<file path="src/rtl/rxf_pkg.sv">
package rxf_pkg;
  localparam int WORD_W        = 16;
  localparam int DA_W          = 48;
  localparam int WORDS_PER_ENT = DA_W / WORD_W;
  localparam int N_ENT         = 4;
  localparam int ENT_IDX_W     = $clog2(N_ENT);
  localparam int ENT_STRIDE    = 8;
  localparam int HASH_IDX_W    = 6;
  localparam int HASH_BIT_W    = $clog2(WORD_W);
  localparam int HASH_WSEL_W   = HASH_IDX_W - HASH_BIT_W;
  localparam int HASH_WORDS    = 1 << HASH_WSEL_W;
  localparam int REG_AW        = 8;
  localparam int HASH_BASE     = 'h20;
  localparam int CTRL_ADDR     = 'h28;
  localparam int CTRL_PROM_BIT = 5;
  localparam int CTRL_HASH_BIT = 8;
  localparam int ST_BCAST      = 5;
  localparam int ST_MCAST      = 4;
  localparam int ST_HASH       = 3;
  localparam int ST_EXACT      = 2;

  function automatic logic [HASH_IDX_W-1:0] hash_index(input logic [31:0] crc);
    return crc[31 -: HASH_IDX_W];
  endfunction

  function automatic logic is_bcast(input logic [DA_W-1:0] a);
    return &a;
  endfunction

  function automatic logic is_group(input logic [DA_W-1:0] a);
    return a[0];
  endfunction
endpackage

</file>
<file path="src/rtl/rxf_regs.sv">
module rxf_regs
  import rxf_pkg::*;
(
  input  logic                              clk,
  input  logic                              rst_n,
  input  logic                              wr_en,
  input  logic [REG_AW-1:0]                 wr_addr,
  input  logic [WORD_W-1:0]                 wr_data,
  output logic [N_ENT-1:0][DA_W-1:0]        ent_o,
  output logic [HASH_WORDS-1:0][WORD_W-1:0] hash_o,
  output logic                              promisc_o,
  output logic                              hash_en_o
);
  for (genvar e = 0; e < N_ENT; e++) begin : g_ent
    for (genvar w = 0; w < WORDS_PER_ENT; w++) begin : g_word
      localparam int WA = ENT_STRIDE * e + 2 * w;
      logic [WORD_W-1:0] word_q;
      always_ff @(posedge clk or negedge rst_n) begin
        if (!rst_n) word_q <= '0;
        else if (wr_en && wr_addr == WA[REG_AW-1:0]) word_q <= wr_data;
      end
      assign ent_o[e][w*WORD_W +: WORD_W] = word_q;
    end
  end

  for (genvar j = 0; j < HASH_WORDS; j++) begin : g_hash
    localparam int HA = HASH_BASE + 2 * j;
    logic [WORD_W-1:0] hword_q;
    always_ff @(posedge clk or negedge rst_n) begin
      if (!rst_n) hword_q <= '0;
      else if (wr_en && wr_addr == HA[REG_AW-1:0]) hword_q <= wr_data;
    end
    assign hash_o[j] = hword_q;
  end

  localparam int CA = CTRL_ADDR;
  always_ff @(posedge clk or negedge rst_n) begin
    if (!rst_n) begin
      promisc_o <= 1'b0;
      hash_en_o <= 1'b0;
    end else if (wr_en && wr_addr == CA[REG_AW-1:0]) begin
      promisc_o <= wr_data[CTRL_PROM_BIT];
      hash_en_o <= wr_data[CTRL_HASH_BIT];
    end
  end
endmodule

</file>
<file path="src/rtl/rxf_exact_match.sv">
module rxf_exact_match
  import rxf_pkg::*;
(
  input  logic [DA_W-1:0]            addr,
  input  logic [N_ENT-1:0][DA_W-1:0] ent,
  output logic                       hit,
  output logic [ENT_IDX_W-1:0]       idx
);
  logic [N_ENT-1:0] ent_hit;

  for (genvar e = 0; e < N_ENT; e++) begin : g_cmp
    assign ent_hit[e] = (|ent[e]) && (ent[e] == addr);
  end

  always_comb begin
    hit = |ent_hit;
    idx = '0;
    for (int e = N_ENT - 1; e >= 0; e--) begin
      if (ent_hit[e]) idx = ENT_IDX_W'(e);
    end
  end
endmodule

</file>
<file path="src/rtl/rxf_hash_lookup.sv">
module rxf_hash_lookup
  import rxf_pkg::*;
(
  input  logic [31:0]                       crc,
  input  logic [HASH_WORDS-1:0][WORD_W-1:0] table_i,
  output logic                              bit_set
);
  logic [HASH_IDX_W-1:0]  hidx;
  logic [HASH_WSEL_W-1:0] wsel;
  logic [HASH_BIT_W-1:0]  bsel;
  logic                   crc_unused;

  assign hidx       = hash_index(crc);
  assign wsel       = hidx[HASH_IDX_W-1 -: HASH_WSEL_W];
  assign bsel       = hidx[HASH_BIT_W-1:0];
  assign bit_set    = table_i[wsel][bsel];
  assign crc_unused = ^crc[31-HASH_IDX_W:0];
endmodule

</file>
<file path="src/rtl/rx_dafilter.sv">
module rx_dafilter
  import rxf_pkg::*;
(
  input  logic              clk,
  input  logic              rst_n,
  input  logic              cfg_wr_en,
  input  logic [7:0]        cfg_wr_addr,
  input  logic [15:0]       cfg_wr_data,
  input  logic              da_valid,
  input  logic [47:0]       da_addr,
  input  logic [31:0]       da_crc,
  output logic              flt_done,
  output logic              flt_accept,
  output logic [15:0]       flt_status
);
  logic [N_ENT-1:0][DA_W-1:0]        ent_w;
  logic [HASH_WORDS-1:0][WORD_W-1:0] hash_w;
  logic                              promisc_w;
  logic                              hash_en_w;
  logic                              exact_hit_w;
  logic [ENT_IDX_W-1:0]              exact_idx_w;
  logic                              hash_bit_w;
  logic                              bcast_w;
  logic                              mcast_w;
  logic                              hash_hit_w;
  logic                              accept_w;
  logic [15:0]                       status_w;

  rxf_regs u_regs (
    .clk       (clk),
    .rst_n     (rst_n),
    .wr_en     (cfg_wr_en),
    .wr_addr   (cfg_wr_addr),
    .wr_data   (cfg_wr_data),
    .ent_o     (ent_w),
    .hash_o    (hash_w),
    .promisc_o (promisc_w),
    .hash_en_o (hash_en_w)
  );

  rxf_exact_match u_exact (
    .addr (da_addr),
    .ent  (ent_w),
    .hit  (exact_hit_w),
    .idx  (exact_idx_w)
  );

  rxf_hash_lookup u_hash (
    .crc     (da_crc),
    .table_i (hash_w),
    .bit_set (hash_bit_w)
  );

  assign bcast_w    = is_bcast(da_addr);
  assign mcast_w    = is_group(da_addr) && !bcast_w;
  assign hash_hit_w = hash_en_w && mcast_w && hash_bit_w;
  assign accept_w   = exact_hit_w || bcast_w || hash_hit_w || promisc_w;

  always_comb begin
    status_w           = '0;
    status_w[ST_BCAST] = bcast_w;
    status_w[ST_MCAST] = mcast_w;
    status_w[ST_HASH]  = hash_hit_w;
    status_w[ST_EXACT] = exact_hit_w;
    status_w[ENT_IDX_W-1:0] = exact_hit_w ? exact_idx_w : '0;
  end

  always_ff @(posedge clk or negedge rst_n) begin
    if (!rst_n) begin
      flt_done   <= 1'b0;
      flt_accept <= 1'b0;
      flt_status <= '0;
    end else begin
      flt_done <= da_valid;
      if (da_valid) begin
        flt_accept <= accept_w;
        flt_status <= status_w;
      end
    end
  end

  // Exact-match result must point at an entry that really equals the address
  assert_exact_entry_R3: assert property (@(posedge clk) disable iff (!rst_n)
    exact_hit_w |-> (ent_w[exact_idx_w] == da_addr));

  assert_zero_never_hits_R4: assert property (@(posedge clk) disable iff (!rst_n)
    exact_hit_w |-> (da_addr != '0));

  assert_bcast_accept_R5: assert property (@(posedge clk) disable iff (!rst_n)
    (da_valid && (&da_addr)) |=> (flt_accept && flt_status[ST_BCAST] && !flt_status[ST_MCAST]));

  assert_hash_gated_R7: assert property (@(posedge clk) disable iff (!rst_n)
    (da_valid && !hash_en_w) |=> !flt_status[ST_HASH]);

  assert_promisc_accept_R8: assert property (@(posedge clk) disable iff (!rst_n)
    (da_valid && promisc_w) |=> flt_accept);

  assert_hold_R9: assert property (@(posedge clk) disable iff (!rst_n)
    !da_valid |=> ($stable(flt_accept) && $stable(flt_status) && !flt_done));

  assert_done_pulse_R9: assert property (@(posedge clk) disable iff (!rst_n)
    da_valid |=> flt_done);
endmodule

</file>
<file path="config.mk">
export PLATFORM = sky130hd
export DESIGN_NAME = rx_dafilter
export DESIGN_NICKNAME = d
export VERILOG_FILES = /design/src/rtl/rxf_pkg.sv /design/src/rtl/rxf_regs.sv /design/src/rtl/rxf_exact_match.sv /design/src/rtl/rxf_hash_lookup.sv /design/src/rtl/rx_dafilter.sv
export SDC_FILE = /design/constraint.sdc
export NUM_CORES = 1
export LEC_CHECK = 0
export BUFFER_PORTS_ARGS = -buffer_cell sky130_fd_sc_hd__buf_4
export CAP_MARGIN = 15
export CORE_MARGIN = 2
export CORE_UTILIZATION = 55
export CTS_CLUSTER_DIAMETER = 60
export DETAILED_ROUTE_END_ITERATION = 12
export PLACE_DENSITY_LB_ADDON = 0.25
export SKIP_CTS_REPAIR_TIMING = 1
export SYNTH_ARGS = -nofsm -noshare
export SYNTH_HDL_FRONTEND = slang
export SYNTH_SLANG_ARGS = --single-unit
export TNS_END_PERCENT = 20
</file>
<file path="constraint.sdc">
create_clock -name clk -period 2.05 [get_ports clk]
set_input_delay 0.41 -clock clk [delete_from_list [all_inputs] [get_ports clk]]
set_output_delay 0.41 -clock clk [all_outputs]
set_load 0.02 [all_outputs]
</file>
==> run_results.csv, run 1 <==
group,metric,value,unit
cts,clk_latency,550,ps
synthesis,synth-seq-cells,266,
synthesis,yosysTopAreaCellShare,49.0,%
grt,antenna_found_initial,0,
timing,fmaxAchievable,481,MHz
route,routed_via_density,6.15,
die,start_util,55.9,%
power,combPwrFrac,14.4,%
grt,grt_use_total,33.4,%
outcome,outcome,"complete, but fails checks",
route,route.detailed.drc,0,
power,finalPower,13.1,mW
power,p_sw,3.33,mW
power,clockPowerShare,42.2,%
finish,drive_gt1_share,49.3,%
place,portBuffers,89,
synthesis,synth.area.top_cells,"dfrtp_1, mux2_2, xor2_1",
place,dpl_worst_slack,-190,ps
timing,post-route-min-period,2080,ps
cts,htree_levels,1,
worst_setup_path,cp-end-kind,"register",
power,seqPwrFrac,43.4,%
power,p_leak,8.77,nW
grt,grt_max_degree,54,
route,drt-initial-drc-count,987,
synthesis,netlist-cell-type-count,52,
cts,cts.clk_slew.worst_paths,60,ps
timing,finalSetupViolations,1,
synthesis,yosys_warnings,0,
cts,cts_inserted_buffers,28,
timing,clock_skew,15.2,ps
worst_setup_path,required,2490,ps
grt,grt-ovfl-total,0,
grt,grt_pass1_wl,64.2,mm
route,dr.pass1.iters,6,
finish,utilization,70.6,%
cts,tritoncts,"done",
synthesis,synthMostInstantiatedCell,"dfrtp_1",
power,power.internal,9.79,mW
cts,cts.path.max_buffers,3,
route,wirelength,43.1,mm
synthesis,syn_area_per_cell,12.9,sq um
timing,fin_crit_sh,101,%
route,ant_nets,0,
cts,clockRootBuffer,"clkbuf_16",
synthesis,synthesis.instances,1053,
synthesis,async_flop_share,100,%
die,io_pins,126,
die,fp.coreArea,24300,sq um
place,dp_cells,1577,
timing,rsz0062_at_grt,"true",
power,swShare,25.4,%
place,hpwlAfterDp,29.7,mm
die,die_x,161,um
worst_setup_path,startpoint_type,"register",
timing,report.final.slew_viol_count,0,
synthesis,synthFlopType,"dfrtp_1",
power,pwr_density_cell,764,nW/um^2
timing,max_slew_margin,65.6,%
grt,grt_pass1_vias,10400,
hold_path,hp-class,"input pin to register",
job,maxCapViolations,0,
timing,worstMarginPinSlew,515,ps
synthesis,yosysTopAreaCell,"dfrtp_1",
synthesis,synth_commonest_cells,"dfrtp_1, mux2_2, xor2_1",
outcome,violations,"negative setup slack",
place,placed_cell_area,16000,sq um
finish,nNetsFinal,1392,
die,die_area,26000,sq um
place,gp_congestion,0.945,
synthesis,synth_edf_count,0,
finish,antenna_cells,0,
timing,hold_violations,0,
timing,setup_ws,-28.7,ps
synthesis,synth_area,13600,sq um
route,routed-via-count,10000,
finish,stdcell_count,1629,
finish,fin_area,17200,sq um
synthesis,yosysSeqAreaShare,49.0,%
power,vdd_drop_max,0.000598,V
finish,area_growth_syn_to_layout,26.3,%
worst_setup_path,crit_fanout,3,
worst_setup_path,worstPathArrival,2520,ps
die,rows,57,
worst_setup_path,worstSetupPathType,"register to register",
cts,cts.sinks,266,
die,die_height,161,um
route,post_drt_wl_per_cell,26.4,um
layer usage:
metal | part of all wire, % | vias to the layer above | GRT usage, %
met5 | 0 | - | 0
met3 | 8.9 | 140 | 5.03
li1 | - | 4251 | -
met2 | 45 | 550 | 52.6
met4 | 5.5 | 0 | 15.6
met1 | 40 | 5085 | 46.1
registers in the layout, summed over array words and instances, names as in the netlist:
name	count
flt_done	1
u_regs.promisc_o	1
flt_status	6
u_regs.hash_en_o	1
u_regs.g_ent.g_word.word_q	192
u_regs.g_hash.hword_q	64
flt_accept	1
logic make-up (layout without fill, tap and decap cells):
family,Yosys count,in the layout,share of synthesized area (%)
and+or+nand+nor,194,194,9.14
other,1,10,0.0276
DFF,266,266,49.0
muxes,277,277,24.7
xor gates and xnor gates,192,192,12.4
buffers and inverters,102,345,3.63
AOI/OAI and AO/OA,21,21,1.15
placed cells by master (no fill, tap or decap), drive strengths merged, types with 4 or more instances in the layout:
master / count
buf: 289
dfrtp: 266
mux2: 258
xor2: 192
nor4: 107
clkbuf: 40
nand4: 37
nand2: 16
mux4: 15
conb: 10
nor2: 9
nor3: 8
clkinv: 6
bufinv: 5
o21ai: 5
mux2i: 4
through the flow:
step                      TNS [ps]  hold WS (ps)
after global placement       -1330           371
after detailed placement     -2240           376
after CTS                     -491          -186
after floorplan                  0           114
final                        -28.7          22.0
after global routing          -302          9.99
worst paths after layout:
check | from | to | slack (ps) | cells after the start
max | u_regs.g_ent[1].g_word[1].word_q[13] | flt_status[0] | -30 | 8
min | da_valid | flt_done | 20 | 1
max reg2reg | u_regs.g_ent[1].g_word[1].word_q[13] | flt_status[0] | -30 | 8
min reg2reg | u_regs.g_hash[0].hword_q[12] | u_regs.g_hash[0].hword_q[12] | 500 | 1
max in group asynchronous | rst_n | u_regs.g_ent[2].g_word[2].word_q[9] | 950 | 3
min in group asynchronous | rst_n | u_regs.g_ent[1].g_word[1].word_q[4] | 380 | 2
power by group through the flow:
stage               combinational [mW]  clock [mW]  sequential (mW)
floorplan                        0.891           0             5.75
global placement                  1.77           0             5.76
detailed placement                1.80           0             5.77
CTS                               1.82        5.58             5.68
global route                      1.98        5.79             5.71
finish                            1.89        5.54             5.69
area by class of cell:
type / count / area, sq um
clock buffer: 40 / 827
sequential: 266 / 6660
inverter: 4 / 15.0
multi-input combinational: 694 / 6610
fill: 1699 / 7150
tap: 324 / 405
timing repair buffer: 290 / 2470
clock inverter: 11 / 186
critical path, stage by stage, from the launching register on:
cell	delay, ps
dfrtp_1	370
buf_4	140
xor2_1	130
nor4_1	390
nand4_1	130
nor4_1	320
buf_4	240
a21oi_1	60
o31ai_1	200
No activity file was read; power rests on OpenSTA's default activity.
==> inputs of run 2 (changes only) <==
==> constraint.sdc (replaced) <==
create_clock -name clk -period 2.4 [get_ports clk]
set_input_delay 0.48 -clock clk [delete_from_list [all_inputs] [get_ports clk]]
set_output_delay 0.48 -clock clk [all_outputs]
set_load 0.02 [all_outputs]
==> run_results.csv, run 2 (synthesis gave the netlist of run 1 again) <==
group,metric,value,unit
place,gp_congestion,0.974,
route,post_drt_wl_per_cell,27.5,um
worst_setup_path,crit_fanout,3,
route,dr_wl_met2,18.2,mm
timing,report.final.slew_viol_count,0,
grt,grt_pass1_wl,60.5,mm
route,routed.top_layer,"met5",
hold_path,holdPathEnd,"flt_done",
finish,fin_area,15600,sq um
worst_setup_path,critPathLaunch,"u_regs.g_ent[1].g_word[0].word_q[1]",
die,die_height,161,um
grt,grt_use_total,31.4,%
grt,grt_max_degree,67,
cts,cts_inserted_buffers,29,
finish,nNetsFinal,1222,
worst_setup_path,regToRegStartpoint,"u_regs.g_ent[1].g_word[0].word_q[1]",
finish,top_register,"u_regs.g_ent.g_word.word_q",
finish,area_growth_syn_to_layout,14.7,%
cts,cts.sinks,266,
worst_setup_path,crit_family,"simple AND/OR/NAND/NOR gates",
timing,post-route-min-period,2300,ps
cts,clockRootBuffer,"clkbuf_16",
grt,grt-ovfl-total,0,
finish,reg_top3,"u_regs.g_ent.g_word.word_q x192, u_regs.g_hash.hword_q x64, flt_status x6",
cts,cts.clk_slew.worst_paths,60,ps
worst_setup_path,slowest_stage,"nor4_1",
power,vdd_drop_max,0.000556,V
worst_setup_path,startpoint_type,"register",
power,p_leak,7.80,nW
route,routed-via-count,9303,
route,m1WireLength,16.2,mm
route,drt-initial-drc-count,1050,
die,rows,57,
die,io_pins,126,
hold_path,hold_start,"da_valid",
timing,fmaxAchievable,434,MHz
outcome,outcome,"completed",
cts,cts.path.max_buffers,3,
cts,htree_levels,1,
route,route.detailed.drc,0,
power,seqPwrFrac,45.0,%
die,start_util,55.9,%
route,wl_met3,3.72,mm
worst_setup_path,cp.depth,7,
die,fp.coreArea,24300,sq um
place,portBuffers,89,
cts,tritoncts,"done",
worst_setup_path,crit_buf_inv,1,
power,pwr_density_cell,699,nW/um^2
worst_setup_path,required,2820,ps
timing,clock_skew,11.9,ps
worst_setup_path,crit_top_cell,"nor4_1",
timing,rsz0062_at_grt,"false",
power,combPwrFrac,11.8,%
worst_setup_path,worstPathArrival,2730,ps
grt,antenna_found_initial,0,
finish,final_common_cell,"dfrtp_1",
grt,grt_pass1_vias,9691,
timing,hold_violations,0,
route,ant_nets,0,
worst_setup_path,cp-end-kind,"register",
route,wirelength,40.2,mm
finish,largest_reg_flops,192,
finish,drive_gt1_share,40.4,%
power,swShare,26.2,%
worst_setup_path,r2r_end,"flt_accept",
power,clockPowerShare,43.2,%
timing,fin_crit_sh,96.0,%
power,p_sw,2.86,mW
place,placed_cell_area,14600,sq um
route,routed_via_density,6.37,
job,maxCapViolations,0,
worst_setup_path,crit_chain,"nor4_1 -> nand4_1 -> nor3_1 -> nor4_1 -> buf_4 -> nor4_1 -> a31oi_1",
place,hpwlAfterDp,27.1,mm
finish,most-common-layout-cells,"dfrtp_1, mux2_2, xor2_1",
worst_setup_path,max_stage_delay,470,ps
worst_setup_path,worstSetupPathType,"register to register",
route,dr.pass1.iters,6,
worst_setup_path,reg2reg_slack,100,ps
finish,antenna_cells,0,
hold_path,min_delay_path_depth,1,
timing,finalSetupViolations,0,
timing,timing.setup.tns,0,ps
die,die_area,26000,sq um
cts,clk_latency,560,ps
power,power.internal,8.03,mW
hold_path,hp-class,"input pin to register",
die,die_x,161,um
worst_setup_path,rr_worst_depth,7,
-- run 2: metal layers --
| layer | up-vias | global-route usage, % |
|---|---|---|
| met5 | - | 1.14 |
| met4 | 2 | 14.2 |
| met3 | 143 | 7.09 |
| met2 | 488 | 49.4 |
| met1 | 4763 | 41.8 |
| li1 | 3907 | - |
-- run 2: worst reg2reg max path, cell delays in order, from the launching register on --
cell	delay [ps]
dfrtp_1	430
nor4_1	460
nand4_1	170
nor3_1	220
nor4_1	100
buf_4	170
nor4_1	480
a31oi_1	140
-- run 2: final cells by class --
| type | count | area [sq um] |
|---|---|---|
| Sequential cell | 266 | 6660 |
| Tap cell | 324 | 405 |
| Clock inverter | 20 | 235 |
| Fill cell | 1879 | 8730 |
| Inverter | 4 | 15.0 |
| Timing Repair Buffer | 119 | 1020 |
| Multi-Input combinational cell | 694 | 6480 |
| Clock buffer | 34 | 785 |
-- run 2: power groups by stage --
stage / sequential (mW) / clock [mW] / combinational, mW
final: 4.90 / 4.71 / 1.29
after floorplan: 4.91 / 0 / 0.761
after detailed placement: 4.97 / 0 / 1.26
after global routing: 4.92 / 4.94 / 1.36
after global placement: 4.96 / 0 / 1.24
after CTS: 4.89 / 4.76 / 1.26
-- run 2: worst max-delay path by stage --
stage | to
CTS | flt_accept
detailed placement | flt_status[1]
global route | flt_accept
finish | flt_accept
global placement | flt_status[1]
floorplan | u_regs.g_ent[0].g_word[1].word_q[10]
-- run 2: through the flow --
stage / total power [mW] / hold slack, ps / std cells / utilization [%] / worst slack (ps)
after floorplan: 5.67 / 184 / 1062 / - / 293
after global placement: 6.20 / 417 / 1406 / 59.9 / 45.7
after detailed placement: 6.23 / 418 / 1406 / 59.9 / 20.1
after CTS: 10.9 / -159 / 1460 / 64.1 / 147
after global routing: 11.2 / 49.4 / 1461 / 64.1 / 13.2
final: 10.9 / 65.4 / 1461 / 64.1 / 95.5
